## src/rtl/hpt_pkg.sv

```systemverilog
package hpt_pkg;
    localparam int VSID_W   = 24;
    localparam int HASH_W   = 19;
    localparam int PGIDX_W  = 16;
    localparam int API_W    = 6;
    localparam int PAGE_SH  = 12;
    localparam int VALID_B  = 31;
    localparam int SEC_B    = 6;
    localparam int REF_B    = 8;
    localparam int CHG_B    = 7;

    typedef enum logic [2:0] {
        S_IDLE,
        S_PROBE,
        S_FETCH,
        S_WRITEBACK,
        S_FINISH
    } walk_state_t;
endpackage

```

## src/rtl/hpt_hash.sv

```systemverilog
module hpt_hash
    import hpt_pkg::*;
#(
    parameter int AW        = 32,
    parameter int GRP_BYTES = 64
) (
    input  logic [VSID_W-1:0] vsid,
    input  logic [AW-1:0]     eaddr,
    input  logic              pass,
    input  logic [AW-1:0]     tbl_base,
    input  logic [AW-1:0]     tbl_mask,
    output logic [API_W-1:0]  api,
    output logic [AW-1:0]     grp_addr
);
    localparam int GRP_SH = $clog2(GRP_BYTES);

    logic [PGIDX_W-1:0] pgidx;
    logic [HASH_W-1:0]  hash_p;
    logic [HASH_W-1:0]  hash_sel;
    logic [AW-1:0]      offs;

    always_comb begin
        pgidx    = eaddr[PAGE_SH +: PGIDX_W];
        api      = pgidx[PGIDX_W-1 -: API_W];
        hash_p   = vsid[HASH_W-1:0] ^ HASH_W'(pgidx);
        hash_sel = pass ? ~hash_p : hash_p;
        offs     = (AW'(hash_sel) << GRP_SH) & tbl_mask;
        grp_addr = tbl_base + offs;
    end
endmodule

```

## src/rtl/hpt_match.sv

```systemverilog
module hpt_match
    import hpt_pkg::*;
(
    input  logic [31:0]       word0,
    input  logic [VSID_W-1:0] vsid,
    input  logic [API_W-1:0]  api,
    input  logic              pass,
    output logic              match
);
    always_comb begin
        match = word0[VALID_B]
             && (word0[SEC_B] == pass)
             && (word0[30:7] == vsid)
             && (word0[API_W-1:0] == api);
    end
endmodule

```

## src/rtl/hpt_update.sv

```systemverilog
module hpt_update
    import hpt_pkg::*;
(
    input  logic [31:0] word1,
    input  logic        is_write,
    output logic [31:0] new_word1,
    output logic        need_wb,
    output logic        wr_ok
);
    always_comb begin
        new_word1        = word1;
        new_word1[REF_B] = 1'b1;
        if (is_write)
            new_word1[CHG_B] = 1'b1;
        need_wb = (new_word1 != word1);
        wr_ok   = is_write | word1[CHG_B];
    end
endmodule

```

## src/rtl/hpt_walker.sv

```systemverilog
module hpt_walker
    import hpt_pkg::*;
#(
    parameter int AW        = 32,
    parameter int WAYS      = 8,
    parameter int ENT_BYTES = 8
) (
    input  logic              clk,
    input  logic              rst_n,
    input  logic              start,
    input  logic [VSID_W-1:0] vsid,
    input  logic [AW-1:0]     eaddr,
    input  logic              is_write,
    input  logic [AW-1:0]     tbl_base,
    input  logic [AW-1:0]     tbl_mask,
    output logic              mem_req,
    output logic              mem_we,
    output logic [AW-1:0]     mem_addr,
    output logic [31:0]       mem_wdata,
    input  logic              mem_ack,
    input  logic [31:0]       mem_rdata,
    output logic              done,
    output logic              hit,
    output logic              not_found,
    output logic [AW-1:0]     pte_addr,
    output logic [31:0]       pte_w0,
    output logic [31:0]       pte_w1,
    output logic [AW-1:0]     real_addr,
    output logic              wr_ok
);
    localparam int GRP_BYTES = WAYS * ENT_BYTES;
    localparam int IDX_W     = $clog2(WAYS);
    localparam int W1_OFF    = ENT_BYTES / 2;
    localparam logic [IDX_W-1:0] LAST_IDX = IDX_W'(WAYS - 1);

    walk_state_t state, state_nx;

    logic [VSID_W-1:0] vsid_q;
    logic [AW-1:0]     ea_q, base_q, mask_q;
    logic              we_q, pass_q;
    logic [IDX_W-1:0]  idx_q;
    logic [API_W-1:0]  api;
    logic [AW-1:0]     grp_addr, ent_addr;
    logic              match;
    logic [31:0]       new_w1;
    logic              need_wb, wr_ok_c;

    hpt_hash #(.AW(AW), .GRP_BYTES(GRP_BYTES)) u_hash (
        .vsid     (vsid_q),
        .eaddr    (ea_q),
        .pass     (pass_q),
        .tbl_base (base_q),
        .tbl_mask (mask_q),
        .api      (api),
        .grp_addr (grp_addr)
    );

    hpt_match u_match (
        .word0 (mem_rdata),
        .vsid  (vsid_q),
        .api   (api),
        .pass  (pass_q),
        .match (match)
    );

    hpt_update u_upd (
        .word1     (mem_rdata),
        .is_write  (we_q),
        .new_word1 (new_w1),
        .need_wb   (need_wb),
        .wr_ok     (wr_ok_c)
    );

    assign ent_addr = grp_addr + AW'(idx_q) * AW'(ENT_BYTES);

    always_ff @(posedge clk) begin
        if (!rst_n) state <= S_IDLE;
        else        state <= state_nx;
    end

    always_comb begin
        state_nx = state;
        unique case (state)
            S_IDLE:      if (start) state_nx = S_PROBE;
            S_PROBE:     if (mem_ack) begin
                             if (match)                          state_nx = S_FETCH;
                             else if (idx_q == LAST_IDX && pass_q) state_nx = S_FINISH;
                         end
            S_FETCH:     if (mem_ack) state_nx = need_wb ? S_WRITEBACK : S_FINISH;
            S_WRITEBACK: if (mem_ack) state_nx = S_FINISH;
            S_FINISH:    state_nx = S_IDLE;
            default:     state_nx = S_IDLE;
        endcase
    end

    always_ff @(posedge clk) begin
        if (!rst_n) begin
            vsid_q <= '0; ea_q <= '0; base_q <= '0; mask_q <= '0;
            we_q <= 1'b0; pass_q <= 1'b0; idx_q <= '0;
            hit <= 1'b0; not_found <= 1'b0; pte_addr <= '0;
            pte_w0 <= '0; pte_w1 <= '0; real_addr <= '0; wr_ok <= 1'b0;
        end else begin
            unique case (state)
                S_IDLE: if (start) begin
                    vsid_q <= vsid; ea_q <= eaddr; we_q <= is_write;
                    base_q <= tbl_base; mask_q <= tbl_mask;
                    pass_q <= 1'b0; idx_q <= '0;
                    hit <= 1'b0; not_found <= 1'b0; wr_ok <= 1'b0;
                end
                S_PROBE: if (mem_ack) begin
                    if (match) begin
                        pte_addr <= ent_addr;
                        pte_w0   <= mem_rdata;
                    end else if (idx_q == LAST_IDX) begin
                        idx_q <= '0;
                        if (pass_q) not_found <= 1'b1;
                        else        pass_q    <= 1'b1;
                    end else begin
                        idx_q <= idx_q + 1'b1;
                    end
                end
                S_FETCH: if (mem_ack) begin
                    hit       <= 1'b1;
                    pte_w1    <= new_w1;
                    wr_ok     <= wr_ok_c;
                    real_addr <= {mem_rdata[AW-1:PAGE_SH], ea_q[PAGE_SH-1:0]};
                end
                default: ;
            endcase
        end
    end

    always_comb begin
        mem_req   = 1'b0;
        mem_we    = 1'b0;
        mem_addr  = '0;
        mem_wdata = '0;
        done      = 1'b0;
        unique case (state)
            S_PROBE:     begin mem_req = 1'b1; mem_addr = ent_addr; end
            S_FETCH:     begin mem_req = 1'b1; mem_addr = pte_addr + AW'(W1_OFF); end
            S_WRITEBACK: begin
                mem_req = 1'b1; mem_we = 1'b1;
                mem_addr = pte_addr + AW'(W1_OFF); mem_wdata = pte_w1;
            end
            S_FINISH:    done = 1'b1;
            default: ;
        endcase
    end


    done_pulse_chk: assert property (@(posedge clk) disable iff (!rst_n)
        done |=> !done);

    done_excl_chk: assert property (@(posedge clk) disable iff (!rst_n)
        done |-> (hit ^ not_found));

    req_hold_chk: assert property (@(posedge clk) disable iff (!rst_n)
        (mem_req && !mem_ack) |=> (mem_req && $stable(mem_addr) && $stable(mem_we)));

    wb_ref_chk: assert property (@(posedge clk) disable iff (!rst_n)
        mem_we |-> mem_wdata[REF_B]);

    idle_quiet_chk: assert property (@(posedge clk) disable iff (!rst_n)
        (state == S_IDLE) |-> (!mem_req && !done));
endmodule

```

## config.mk

```make
export PLATFORM = sky130hd
export DESIGN_NAME = hpt_walker
export DESIGN_NICKNAME = d
export VERILOG_FILES = /design/src/rtl/hpt_pkg.sv /design/src/rtl/hpt_hash.sv /design/src/rtl/hpt_match.sv /design/src/rtl/hpt_update.sv /design/src/rtl/hpt_walker.sv
export SDC_FILE = /design/constraint.sdc
export NUM_CORES = 1
export LEC_CHECK = 0
export CORE_ASPECT_RATIO = 1.75
export CORE_UTILIZATION = 35
export DETAILED_ROUTE_END_ITERATION = 16
export DONT_BUFFER_PORTS = 1
export GPL_ROUTABILITY_DRIVEN = 0
export PLACE_DENSITY = 0.55
export SKIP_CTS_REPAIR_TIMING = 1
export SLEW_MARGIN = 30
export SYNTH_ARGS = -nofsm -noshare
export SYNTH_HDL_FRONTEND = slang
export SYNTH_SLANG_ARGS = --single-unit
```

## constraint.sdc

```tcl
create_clock -name clk -period 9.35 [get_ports clk]
set_input_delay 1.4025 -clock clk [delete_from_list [all_inputs] [get_ports clk]]
set_output_delay 1.4025 -clock clk [all_outputs]
set_load 0.05 [all_outputs]
```

# --- Yosys cells after proc, flatten, opt, wreduce, memory -nomap -nowiden ---
# Index checks and enable logic that the tools add are counted.
totals:
  inputBits: 157
  out_inout_bits: 198
  register_bits: 255
  wordCells: 91
op_classes:
  addsub: 4
  bitwise: 4
  n_reduce_logical: 17
  n_eq_ne: 17
  muxes: 34
ops:
  columns: ["operator", "n"]
  rows:
  - ["32-bit one-hot mux with 2 select lines", 1]
  - ["3-bit two-way mux", 11]
  - ["32-bit by 3-bit adder with 32-bit output, second input constant", 1]
  - ["32-bit adder", 1]
  - ["32-bit by 6-bit adder with 32-bit output", 1]
  - ["25-bit by 32-bit bitwise AND with 32-bit output", 1]
  - ["32-bit two-way mux", 1]
  - ["24-bit == test", 1]
  - ["19-bit two-way mux", 1]
  - ["19-bit NOT", 1]
  - ["19-bit by 16-bit XOR with 19-bit output", 1]
  - ["1-bit two-way mux", 14]
  - ["2-bit != test, second input constant", 7]
  - ["3-bit one-hot mux with 4 select lines", 1]
  - ["5-bit AND reduction", 2]
  - ["1-bit one-hot mux with 2 select lines", 4]
  - ["3-bit by 2-bit == test with 1-bit output, second input constant", 2]
  - ["3-bit == test, second input constant", 2]
  - ["6-bit == test", 1]
  - ["3-bit one-hot mux with 2 select lines", 1]
  - ["3-bit AND reduction", 2]
  - ["6-bit AND reduction", 1]
  - ["1-bit logical AND", 4]
  - ["2-bit AND reduction", 2]
  - ["other kinds (11)", 12]

# --- Logic depth before layout (Yosys ltp) ---
# Gate-level depths: netlist of run 1.
logic_depth:
  depth_word: 7
  depth_mapped: 13
  mapped_depth_nobuf: 11

# --- Cells and area by module ---
# A second synthesis of run 1 with hierarchy kept.
hier_totals:
  cells_unflattened: 1686
  hier_area_um2: 13042.5
modules_own_cells:
  columns: ["module", "cells_per_inst", "area_each_um2", "n_inst", "seq_area_each_um2"]
  rows:
  - ["hpt_walker", 1376, 10769.1, 1, 5185.0]
  - ["hpt_hash", 232, 1657.8, 1, 0.0]
  - ["hpt_match", 42, 356.6, 1, 0.0]
  - ["hpt_update", 36, 259.0, 1, 0.0]

# --- Worst setup path before layout of run 1 ---
# OpenSTA, ideal clock, no wires.
synth_path:
  path_kind: "register to output"
  start: "register pass_q"
  end: "output mem_addr[24]"
  arrival_ns: 3.486
  stages_incl_launch_ff: 14
  t_required_ns: 7.947
  path_buffers: 3
  setup_slack_ns: 4.462
  path_cell_list: "dfxtp_1 > buf_2 > buf_1 > xnor2_1 > and2_1 > ha_1 > buf_2 > a21oi_1 > o211ai_1 > a21oi_1 > a21oi_1 > o31ai_1 > xor2_1 > o22ai_1"
synth_via:
  elab_chain_cells: 5
synth_lines:
  columns: ["element", "line_no", "rtl"]
  rows:
  - ["start, declared", "hpt_walker.sv:40", "logic we_q, pass_q;"]
  - ["start signal, assigned", "hpt_walker.sv:99", "we_q <= 1'b0; pass_q <= 1'b0; idx_q <= '0;"]
  - ["start signal, assigned", "hpt_walker.sv:107", "pass_q <= 1'b0; idx_q <= '0;"]
  - ["start signal, assigned", "hpt_walker.sv:117", "else pass_q <= 1'b1;"]
  - ["19-bit two-way mux", "hpt_hash.sv:26", "hash_sel = pass ? ~hash_p : hash_p;"]
  - ["25-bit by 32-bit bitwise AND with 32-bit output", "hpt_hash.sv:27", "offs = (AW'(hash_sel) << GRP_SH) & tbl_mask;"]
  - ["32-bit adder", "hpt_hash.sv:28", "grp_addr = tbl_base + offs;"]
  - ["32-bit by 6-bit adder with 32-bit output", "hpt_walker.sv:74", "assign ent_addr = grp_addr + AW'(idx_q) * AW'(ENT_BYTES);"]
  - ["32-bit one-hot mux with 2 select lines", "hpt_walker.sv:139", "unique case (state)"]
  - ["end, declared", "hpt_walker.sv:18", "output logic [AW-1:0] mem_addr,"]
# No other way between the ends.

# --- Worst setup path in the final report of run 1 ---
layout_path:
  start: "register pass_q"
  end: "output mem_addr[23]"
# Same word-level chain as after synthesis.

==> results of run 1 <==
sequential cells by signal, summed over array words and instances, names as in the netlist:
name / count
base_q: 32
ea_q: 28
mask_q: 19
pte_w0: 32
not_found: 1
we_q: 1
pte_addr: 32
pte_w1: 32
vsid_q: 24
pass_q: 1
wr_ok: 1
state: 3
real_addr: 12
idx_q: 3
hit: 1
synthesized netlist by cell type (all sizes together) (27+ instances only):
master | count | area [um2]
a21oi | 191 | 956
and2 | 36 | 225
and3 | 45 | 282
buf | 51 | 299
clkbuf | 63 | 236
dfxtp | 222 | 4440
mux2i | 37 | 370
nand2 | 347 | 1300
nand3 | 27 | 140
nor2 | 67 | 262
o21ai | 52 | 260
o22ai | 28 | 175
xnor2 | 77 | 674
xor2 | 43 | 377
placed cells by master, fill, tap and decap left out, types with 20 or more instances in the layout:
cell type,count
clkbuf_16,23
o21ai_0,47
a21oi_1,191
xor2_1,43
nand4_1,20
nand3_1,26
xnor2_1,77
and2_1,35
and3_1,45
nor2_1,64
nand2_1,347
buf_4,20
ha_1,25
dfxtp_1,215
mux2i_1,37
through the flow:
| step | instances | utilization | power (mW) | setup WS, ns |
|---|---|---|---|---|
| after global placement | 1742 | 0.360 | 1.39 | 4.16 |
| after global routing | 1782 | 0.389 | 2.43 | 3.58 |
| final | 1782 | 0.389 | 2.34 | 3.82 |
| after CTS | 1781 | 0.386 | 2.36 | 3.58 |
| after floorplan | 1440 | - | 1.30 | 4.46 |
| after detailed placement | 1742 | 0.362 | 1.39 | 4.16 |
final cells by class:
cell class	instances	share of cell area
sequential	222	0.363
timing repair buffer	21	0.0139
tap	396	0.0404
multi-input combinational	1088	0.514
inverter	16	0.00530
clock inverter	9	0.00856
clock buffer	30	0.0547
worst min-delay path by stage:
stage / endpoint / slack, ns / cells past startpoint
after detailed placement: mask_q[17]$_SDFFE_PN0P_ / 0.44 / 2
after floorplan: mask_q[10]$_SDFFE_PN0P_ / 0.43 / 2
final: mask_q[16]$_SDFFE_PN0P_ / 0.45 / 2
after global routing: mask_q[19]$_SDFFE_PN0P_ / 0.47 / 2
after CTS: mask_q[17]$_SDFFE_PN0P_ / 0.45 / 2
after global placement: real_addr[11]$_SDFFE_PN0P_ / 0.44 / 2
routing by layer:
layer	GRT usage	routed length, um	vias to the layer above
met5	0	16	-
met4	0.104	1730	2
met3	0.0428	2150	68
met2	0.444	21000	330
met1	0.228	13400	4523
li1	-	-	4723
power by group through the flow:
stage                     clock (mW)  combinational, mW  sequential, mW
after detailed placement           0              0.326            1.07
final                          0.966              0.326            1.05
after global routing            1.02              0.358            1.05
after CTS                      0.990              0.327            1.05
after floorplan                    0              0.253            1.04
after global placement             0              0.320            1.07
worst max-delay path: stages, from the launching register on:
cell,delay (ns)
dfxtp_1,0.31
buf_4,0.36
xnor2_1,0.12
and2_1,0.20
ha_1,0.42
o211ai_1,0.13
a21oi_1,0.28
o21ai_0,0.29
o31ai_1,0.46
a21oi_1,0.15
xor2_1,0.46
o22ai_1,0.19
buf_4,0.22
logic make-up after synthesis:
family,Yosys count
AOI/OAI and AO/OA,321
xor gates and xnor gates,120
adders and majority gates,26
buffers and inverters,130
DFF,222
muxes,38
and+or+nand+nor,583
==> results.cfg, run 1 <==
[worst_setup_path]
required_ns = 7.95
path_class = register to primary output
rr_worst_depth = 11
crit_arrival_ns = 4.12
critPathMaxFanout = 23
crit_start = pass_q$_SDFFE_PN0P_
start_kind = register
r2r_slack_ns = 5.85
timing.rr.start = pass_q$_SDFFE_PN0P_
endpoint_kind = primary output
critPathCapture = mem_addr[23]
r2r-end = pte_addr[23]$_SDFFE_PN0P_

[power_and_ir_drop]
power_frac_seq = 0.448
switching_share = 0.296
power.switching_mw = 0.692
internal_power_mw = 1.65
p_leak_nw = 4.66
peakVddDrop_v = 0.000201
power_density_nw_per_um2 = 190
p_comb_frac = 0.139
power_frac_clock = 0.413

[sta]
skew_ns = 0.0120
tns_ns = 0
period_needed_ns = 5.53
rsz0062_at_grt = no
whs_ns = 0.450
maxSlewHeadroom = 0.313
hold_viol = 0
finalSetupViolations = 0
period_share = 0.591
tightest_slew_ns = 1.03
slew_viol_final = 0
fmax_ghz = 0.181

[worst_hold_path]
hold_class = register to register
worstHoldStart = mask_q[16]$_SDFFE_PN0P_

[flow_run]
cap_violations = 0

[logic_synthesis]
synth.avg_cell_area_um2 = 7.79
synth.net_count = 1623
async_flop_share = 0
yosysWarnings = 0
yosysSeqAreaShare = 0.396
synthMuxAreaShare = 0.0340
synthAdderAreaFrac = 0.0297
synth-edff-count = 0
ys_types = 59
synth-main-ff-cell = dfxtp_1
synth_xor_xnor_area_share = 0.0937
syn_area_um2 = 11200
synth_top_family_by_area = simple AND/OR/NAND/NOR gates
synth-simple-area-share = 0.233
ys_ff_latch = 222
synth_compound_area_frac = 0.160
synth_cells = 1440

[place]
port_buffers = 0
place_area_um2 = 11400
dpl.hpwl_mm = 28.6

[floorplan]
dieHeight_um = 239
start_util = 0.356
rows = 86
ioPinCount = 355
die_area_um2 = 32800
die-width_um = 137
core_um2 = 31500

[drt]
vias_per_cell = 5.41
drt-total-wl_mm = 38.2
first_iter_violations = 433
num_vias = 9646
dr.pass1.iters = 5
routedWlPerCell_um = 21.5
drc = 0
ant_nets = 0

[global_route]
grt_start_max_net_pins = 128
grt_usage = 0.229
antenna_found_initial = 1
grt_pass1_wl_mm = 56.2
grt_overflow = 0
grt_pass1_vias = 9604

[cells_and_area]
fillers = 3269
final_area_um2 = 12300
antenna_cells = 0
layout.nets = 1554
syn_to_final_growth_pct = 9.44
multi_input_area_um2 = 6320
regArea_um2 = 4450
final_layout_size_suffix_gt1_frac = 0.0729

[cts]
cts.sinks = 222
htreeDepth = 1
cts_root_buffer = clkbuf_16
clk_latency_ns = 0.52
clk_pin_slew_worst_paths_ns = 0.07
clock_path_buffers = 3
cts_tree = built
cts_buffers = 22

[run_status]
status = complete, no violations
Note: power is estimated with default switching activity, not from simulation.
==> run 2: changes to the inputs <==
- clock period: 9.35 -> 5.1 ns (I/O delays scaled with it)
==> results.cfg, run 2 (same netlist as run 1, synthesis figures left out) <==
[cells_and_area]
final_common_cell = nand2_1
syn_to_final_growth_pct = 10.1
mostFrequentLayoutCells = nand2_1 (346), dfxtp_1 (218), a21oi_1 (191), xnor2_1 (77), nor2_1 (64)
layout.nets = 1574
final_layout_size_suffix_gt1_frac = 0.0711
final_area_um2 = 12400

[cts]
cts_tree = built
clk_latency_ns = 0.52
cts.sinks = 222
htreeDepth = 1
clk_pin_slew_worst_paths_ns = 0.07
clock_path_buffers = 3
cts_root_buffer = clkbuf_16
cts_buffers = 23

[floorplan]
dieHeight_um = 239
rows = 86
ioPinCount = 355
core_um2 = 31500
die_area_um2 = 32800
start_util = 0.356
die-width_um = 137

[sta]
tns_ns = 0
fmax_ghz = 0.207
finalSetupViolations = 0
whs_ns = 0.371
skew_ns = 0.0137
maxSlewHeadroom = 0.316
slew_viol_final = 0
period_needed_ns = 4.83
tightest_slew_ns = 1.02
period_share = 0.947
rsz0062_at_grt = no
hold_viol = 0

[worst_setup_path]
crit_top_cell = a21oi_1
start_kind = register
critPathMaxFanout = 11
endpoint_kind = primary output
path_class = register to primary output
crit_arrival_ns = 4.07
timing.rr.start = pass_q$_SDFFE_PN0P_
crit_path_cell_trace = buf_4 -> xnor2_1 -> and2_1 -> ha_1 -> a21oi_1 -> o21ai_0 -> a21oi_1 -> o31ai_1 -> a21oi_1 -> xor2_1 -> o22ai_1 -> buf_4
required_ns = 4.34
rr_worst_depth = 11
max_stage_delay_ns = 0.62
cp_slowest_cell = dfxtp_1
r2r-end = pte_addr[28]$_SDFFE_PN0P_
r2r_slack_ns = 1.60

[power_and_ir_drop]
power.switching_mw = 1.27
p_leak_nw = 4.76
power_frac_clock = 0.423
internal_power_mw = 3.09
power_density_nw_per_um2 = 353
power_frac_seq = 0.441
peakVddDrop_v = 0.000256
p_comb_frac = 0.137
switching_share = 0.292
total_power_mw = 4.36

[drt]
drc = 0
num_vias = 9804
drt-total-wl_mm = 38.2
dr.pass1.iters = 4
first_iter_violations = 491
routedWlPerCell_um = 21.1
ant_nets = 0
vias_per_cell = 5.43

[worst_hold_path]
holdPathEnd = pte_addr[12]$_SDFFE_PN0P_
hold_class = input pin to register
worstHoldStart = rst_n
hold_path_depth = 1

[global_route]
grt_pass1_wl_mm = 56.1
grt_overflow = 0
grt_start_max_net_pins = 100
grt_pass1_vias = 9558
grt_usage = 0.229
antenna_found_initial = 2

[place]
port_buffers = 0
place_area_um2 = 11500
dpl.hpwl_mm = 28.7

[flow_run]
cap_violations = 0

[run_status]
status = complete, no violations
## run 2: layout make-up
class	instances	area [um2]
inverters	16	65.1
well taps	396	495
multi-input cells	1088	6210
fillers	3270	19200
clock inverters	12	180
repair buffers	40	313
clock buffers	29	638
flip-flops and latches	222	4450
diodes	3	7.51
## run 2: through the flow
step | util | instances | worst slack [ns]
5_1_grt | 0.392 | 1805 | 0.0479
4_1_cts | 0.392 | 1803 | 0.267
2_1_floorplan | - | 1440 | 0.849
6_report | 0.392 | 1806 | 0.270
3_3_place_gp | 0.365 | 1762 | 0.842
3_5_place_dp | 0.366 | 1762 | 0.855
## run 2: how the worst max path moves through the flow
stage	slack, ns	cells after the start	start	to
after detailed placement	0.86	12	pass_q$_SDFFE_PN0P_	mem_addr[23]
after global routing	0.05	12	pass_q$_SDFFE_PN0P_	mem_addr[28]
final	0.27	12	pass_q$_SDFFE_PN0P_	mem_addr[23]
after CTS	0.27	12	pass_q$_SDFFE_PN0P_	mem_addr[23]
after global placement	0.84	13	pass_q$_SDFFE_PN0P_	mem_addr[23]
after floorplan	0.85	13	pass_q$_SDFFE_PN0P_	mem_addr[24]
## run 2: routing by layer
layer	vias up	global-route usage	part of all wire
met5	-	0	0
li1	4768	-	-
met3	64	0.0420	0.057
met2	339	0.443	0.55
met4	0	0.102	0.042
met1	4633	0.230	0.35
## run 2: worst max-delay path: cells and delay by family, from the launching register on
kind,cells,cell delay [ns]
XOR/XNOR,2,0.56
flip-flops,1,0.62
AO/OA/AOI/OAI,6,1.25
adder cells (fa/ha/maj),1,0.40
AND/OR/NAND/NOR,1,0.16
buffers and inverters,2,0.54
## run 2: power groups by stage
stage                     clock (mW)  combinational, mW  sequential [mW]
after floorplan                    0              0.463             1.91
after global placement             0              0.595             1.96
after detailed placement           0              0.604             1.96
after CTS                       1.89              0.605             1.92
after global routing            1.94              0.652             1.93
final                           1.84              0.596             1.92
